--- config.mk ---
export PLATFORM = sky130hd
export DESIGN_NAME = offset_counter
export DESIGN_NICKNAME = d
export VERILOG_FILES = /design/src/rtl/oc_pkg.sv /design/src/rtl/oc_incr.sv /design/src/rtl/oc_term.sv /design/src/rtl/oc_ctrl.sv /design/src/rtl/offset_counter.sv
export SDC_FILE = /design/constraint.sdc
export NUM_CORES = 1
export LEC_CHECK = 0
export BUFFER_PORTS_ARGS = -buffer_cell sky130_fd_sc_hd__buf_2
export CORE_AREA = 3 3 40 42
export CTS_CLUSTER_SIZE = 20
export DETAILED_ROUTE_END_ITERATION = 6
export DIE_AREA = 0 0 43 45
export SYNTH_ARGS = -nofsm -noshare
export SYNTH_HDL_FRONTEND = slang
export SYNTH_SLANG_ARGS = --single-unit
export TNS_END_PERCENT = 20
--- constraint.sdc ---
create_clock -name clk_i -period 2.1 [get_ports clk_i]
set_input_delay 0.105 -clock clk_i [delete_from_list [all_inputs] [get_ports clk_i]]
set_output_delay 0.105 -clock clk_i [all_outputs]
set_load 0.05 [all_outputs]
--- src/rtl/oc_pkg.sv ---
package oc_pkg;
  typedef enum logic [1:0] {
    OP_HOLD  = 2'd0,
    OP_COUNT = 2'd1,
    OP_LOAD  = 2'd2,
    OP_CLEAR = 2'd3
  } oc_op_e;
endpackage

--- src/rtl/oc_incr.sv ---
module oc_incr #(
  parameter int W = 4
) (
  input  logic [W-1:0] q_i,
  output logic [W-1:0] inc_o,
  output logic         all_ones_o
);
  logic [W:0] carry;
  assign carry[0] = 1'b1;
  for (genvar i = 0; i < W; i++) begin : g_bit
    assign carry[i+1] = carry[i] & q_i[i];
    assign inc_o[i]   = q_i[i] ^ carry[i];
  end
  assign all_ones_o = carry[W];
endmodule

--- src/rtl/oc_term.sv ---
module oc_term #(
  parameter int W = 4
) (
  input  logic [W-1:0] q_i,
  input  logic [W-1:0] end_i,
  input  logic         cmp_en_i,
  input  logic         all_ones_i,
  output logic         reload_o
);
  assign reload_o = all_ones_i | (cmp_en_i & (q_i == end_i));
endmodule

--- src/rtl/oc_ctrl.sv ---
module oc_ctrl
  import oc_pkg::*;
(
  input  logic   clr_i,
  input  logic   load_i,
  input  logic   en_i,
  output oc_op_e op_o
);
  always_comb begin
    if (clr_i)       op_o = OP_CLEAR;
    else if (load_i) op_o = OP_LOAD;
    else if (en_i)   op_o = OP_COUNT;
    else             op_o = OP_HOLD;
  end
endmodule

--- src/rtl/offset_counter.sv ---
module offset_counter
  import oc_pkg::*;
#(
  parameter int W = 4
) (
  input  logic         clk_i,
  input  logic         rst_ni,
  input  logic         clr_i,
  input  logic         load_i,
  input  logic         en_i,
  input  logic [W-1:0] data_i,
  input  logic [W-1:0] start_i,
  input  logic [W-1:0] end_i,
  input  logic         end_cmp_en_i,
  output logic [W-1:0] q_o,
  output logic         rco_o
);
  logic [W-1:0] q_q, q_d, inc;
  logic         all_ones, reload;
  oc_op_e       op;

  oc_incr #(.W(W)) u_incr (.q_i(q_q), .inc_o(inc), .all_ones_o(all_ones));

  oc_term #(.W(W)) u_term (
    .q_i(q_q), .end_i(end_i), .cmp_en_i(end_cmp_en_i),
    .all_ones_i(all_ones), .reload_o(reload)
  );

  oc_ctrl u_ctrl (.clr_i(clr_i), .load_i(load_i), .en_i(en_i), .op_o(op));

  always_comb begin
    unique case (op)
      OP_CLEAR: q_d = '0;
      OP_LOAD:  q_d = data_i;
      OP_COUNT: q_d = reload ? start_i : inc;
      default:  q_d = q_q;
    endcase
  end

  always_ff @(posedge clk_i or negedge rst_ni) begin
    if (!rst_ni) q_q <= '0;
    else         q_q <= q_d;
  end

  assign q_o   = q_q;
  // carry gated by enable so an upper stage steps once per rollover
  assign rco_o = en_i & all_ones;
endmodule

* Yosys cells after proc, flatten, opt, wreduce, memory -nomap -nowiden *
Index checks and enable logic that the tools add are counted.

word-level totals
  logic and storage cells = 21
  output and inout bits = 5
  register bits = 4
  bits of input ports = 18

cells by class
  bitwise logic cells = 10
  multiplexer cells = 5
  reduce and logical (&&, ||, !) cells = 1
  equality and inequality tests = 4

operators by type and width
  operator            count
  $pmux 4 s3          1
  $and 1x1->1         5
  $eq 2x2->1 const B  2
  $eq 4x4->1          1
  $mux 2              2
  $mux 4              1
  $reduce_bool 3->1   1
  $xor 1x1->1         3
  $eq 2x1->1 const B  1
  $mux 1              1
  $not 1->1           1
  $or 1x1->1          1

* Longest topological paths before layout *
  depth after elaboration = 6
  mapped depth = 8

* Hierarchy *
Synthesis repeated with hierarchy kept, for this count alone.

unflattened totals
  cell total of the unflattened synthesis = 42
  area, all modules = 405.4 um^2

modules (own cells, without submodules)
  module          seq. area each (um^2)  times used  cells an instance  area an instance (um^2)
  offset_counter  100.1                  1           29                 297.8
  oc_term         0.0                    1           6                  48.8
  oc_incr         0.0                    1           4                  41.3
  oc_ctrl         0.0                    1           3                  17.5

* Worst setup path after synthesis *
Ideal clock, no wire load.

  path kind = register to register
  from = reg q_q[0], in the netlist q_o[0]
  to = reg q_q[2], in the netlist q_o[2]
  path slack = 117 ps
  path buffers = 0
  stages on the path, launching flop included = 8
  required time = 1976 ps
  arrival time = 1858 ps
  cell sequence = dfrtp_1 ha_1 ha_1 ha_1 and2_1 a221oi_1 o31a_2 a21oi_1

on the way
  word-level cells in the longest chain between the ends = 6
  elaborated cells between the ends (all ways) = 9

RTL lines
  item                       RTL line              source
  start, declared            offset_counter.sv:18  logic [W-1:0] q_q, q_d, inc;
  start signal, assigned     offset_counter.sv:42  else q_q <= q_d;
  $and 1x1->1 (3 in series)  oc_incr.sv:11         assign carry[i+1] = carry[i] & q_i[i];
  $or 1x1->1                 oc_term.sv:10         assign reload_o = all_ones_i | (cmp_en_i & (q_i == end_i));
  $mux 4 (*)                 offset_counter.sv:35  OP_COUNT: q_d = reload ? start_i : inc;
  $pmux 4 s3 (*)             offset_counter.sv:32  unique case (op)

Mark *: on every way between the ends. The rest lies on a longest branch, timed or not.
A chain may end at the register's enable or synchronous reset.

* Worst setup path in the final report *
  from = reg q_q[0], in the netlist q_o[0]
  to = reg q_q[1], in the netlist q_o[1]

Same word-level chain as after synthesis.

==> reports/metrics.csv <==
stage,metric,value,unit
detailed_routing,DRC viols,0,
clock_tree,# Post-CTS Setup Buffers,0,
yosys,Synth Instances,52,
critical_path,Setup crit start kind,register,
sta,final setup violation count,0,
critical_path,worst setup path startpoint,q_o[0],
layout,Largest register FFs,4,
clock_tree,H-tree depth,1,
power_and_ir_drop,Peak VDD IR,0.168,mV
critical_path,Crit. End Element,register,
critical_path,Reg2Reg Launch Point,q_o[0],
critical_path,Setup crit end,q_o[1],
critical_path,crit-path cells,ha_1 > ha_1 > ha_1 > and2_1 > a221oi_1 > o31a_2 > a21oi_1,
layout,synth-to-layout area growth,36.2,%
clock_tree,CTS Buf Count,3,
yosys,"area leader, netlist",dfrtp_1,
global_routing,all-layer global routing usage,0.129,
critical_path,cell family with most CP delay,adder cells,
critical_path,WP data arrival,1.95,ns
clock_tree,Root Buffer,clkbuf_4,
placed_design,Final HPWL DP,942,µm
power_and_ir_drop,Pwr per Cell Area,485,nW/µm²
critical_path,worst path required time,2.21,ns
die,Die W,43,µm
placed_design,PortBufs,22,
status,status,finished clean,
yosys,syn nets,76,
die,die area,1940,µm²
sta,Max-slew headroom,0.814,
critical_path,Worst path depth,7,
critical_path,Crit-path slowest cell,dfrtp_1,
flow_run,max-cap viol count,0,
sta,final hold slack,0.204,ns
sta,final clock skew,0.00448,ns
sta,Final Hold Viols,0,
sta,Least-Margin Pin Slew,0.279,ns
layout,# fillers,150,
clock_tree,clock sink count,4,
die,Initial Util,0.347,
die,Core Footprint,1280,µm²
detailed_routing,Iter 0 DRT Violations,9,
global_routing,number of global-route vias before repair,478,
yosys,most area-consuming cells after synthesis,"dfrtp_1 (22%), ha_1 (17%), xnor2_1 (7.9%)",
critical_path,capture point of the worst reg-to-reg path,q_o[1],
detailed_routing,Antenna Violating Nets Remaining,0,
detailed_routing,via-per-instance ratio,5.19,
layout,total area of sequential cells,100,µm²
global_routing,largest net degree at the start of global routing,9,
sta,minimum clock period,1.84,ns
power_and_ir_drop,P_leak,0.310,nW
layout,nets@finish,104,
layout,antenna cell count,0,
yosys,Mapped Area,445,µm²
clock_tree,clock buffer depth,2,
yosys,warnings from Yosys,0,
critical_path,"Max FO, Critical Path",5,
critical_path,R2R cell count,7,
sta,fmax,543,MHz
layout,utilization after layout,0.472,
die,Ports,23,
yosys,Post-synth top flop,dfrtp_1,
yosys,"Seq/Total Area, Yosys",0.225,
die,Row Count,13,
sta,TNS Setup,0,ns
global_routing,initial antenna violation count,0,
global_routing,"Remaining Overflow, GRT",0,
worst_hold_path,Hold Path Class,input pin to async pin,
critical_path,Critical Path Most Common Cell,ha_1,
placed_design,GP Congestion,0.808,
critical_path,CP Class,register to register,
sta,RSZ-0062 raised after global routing,no,
die,die height,45,µm
layout,area of the multi-input gates,330,µm²
global_routing,first-pass GRT wire length,1.90,mm
yosys,Post-synth ARST share,1.00,
yosys,Yosys cell types,21,
clock_tree,clk_lat worst skew,0.23,ns
sta,Final period util,0.877,
yosys,post-synth top area share,0.225,
detailed_routing,Vias,483,
detailed_routing,First-pass DRT Iterations,4,
clock_tree,Clock transition at path regs,0.04,ns
critical_path,R2R setup slack,0.26,ns
yosys,Seq cells post-synth,4,
layout,share of layout cells above drive strength 1,0.385,
critical_path,Bufs and invs on worst path,0,
clock_tree,CTS tree,yes,
sta,Final Max Slew Viols,0,
yosys,synth cell count leaders,"ha_1 (6), nand2_1 (6)",
detailed_routing,Avg WL per Cell,12.2,µm
critical_path,"slowest stage delay, CP",0.43,ns
yosys,Syn Area/Cell,8.57,µm²
yosys,Post-synth EDFFs,0,
detailed_routing,final wirelength,1.13,mm
-- metrics by stage --
stage / instance area, µm² / std cells / worst slack [ns] / power [mW]
2_1_floorplan: 445 / 52 / 0.117 / 0.162
3_3_place_gp: 574 / 89 / 0.277 / 0.199
3_5_place_dp: 574 / 89 / 0.252 / 0.200
4_1_cts: 607 / 93 / 0.244 / 0.300
5_1_grt: 607 / 93 / 0.107 / 0.319
6_report: 607 / 93 / 0.258 / 0.294
-- layer usage --
metal	vias to the layer above	global-route usage	wire length, µm
met5	-	0	0
met4	0	0.0542	0
met3	0	0.0438	63
met2	13	0.204	526
met1	218	0.162	543
li1	252	-	-
-- cell type report --
class                           count  share of cell area
Multi-Input combinational cell     44               0.544
Timing Repair Buffer               23               0.198
Sequential cell                     4               0.165
Clock buffer                        3              0.0371
Tap cell                           15              0.0309
Inverter                            4              0.0247
-- layout by cell type (no fill, tap or decap), drive strengths merged, types with 2 or more instances in the layout --
cell    Yosys  final
a21oi       4      4
a221oi      3      3
and2        2      2
buf         0     22
clkbuf      0      3
dfrtp       4      4
ha          6      6
inv         4      4
nand2       6      6
o211ai      3      3
o21ai       3      3
o31a        3      3
or2         2      2
xnor2       4      4
-- report_power, final --
part / switching (mW) / internal [mW]
Clock: 0.0306 / 0.0639
Combinational: 0.0645 / 0.0440
Sequential: 0.00778 / 0.0833
-- kinds of logic after synthesis --
family,count (synthesis),synth area share
xor gates and xnor gates,4,0.0786
and+or+nand+nor,15,0.177
AOI/OAI and AO/OA,19,0.317
buffers and inverters,4,0.0337
DFF,4,0.225
adders and majority gates,6,0.169
-- worst min path at each step --
stage | end | startpoint | slack (ns) | depth (start not counted)
finish | q_o[3] | rst_ni | 0.20 | 2
global route | q_o[3] | rst_ni | 0.22 | 2
CTS | q_o[3] | rst_ni | 0.20 | 2
detailed placement | q_o[3] | rst_ni | -0.08 | 1
global placement | q_o[3] | rst_ni | -0.08 | 1
floorplan | q_o[0] | rst_ni | -0.19 | 0
-- repair_timing --
item / in CTS / in global routing
resized for setup: 0 / 0
hold endpoints to repair: 4 / 0
endpoints found under the setup margin: 0 / 0
hold buffers: 1 / 0
No activity file was read; power rests on OpenSTA's default activity.
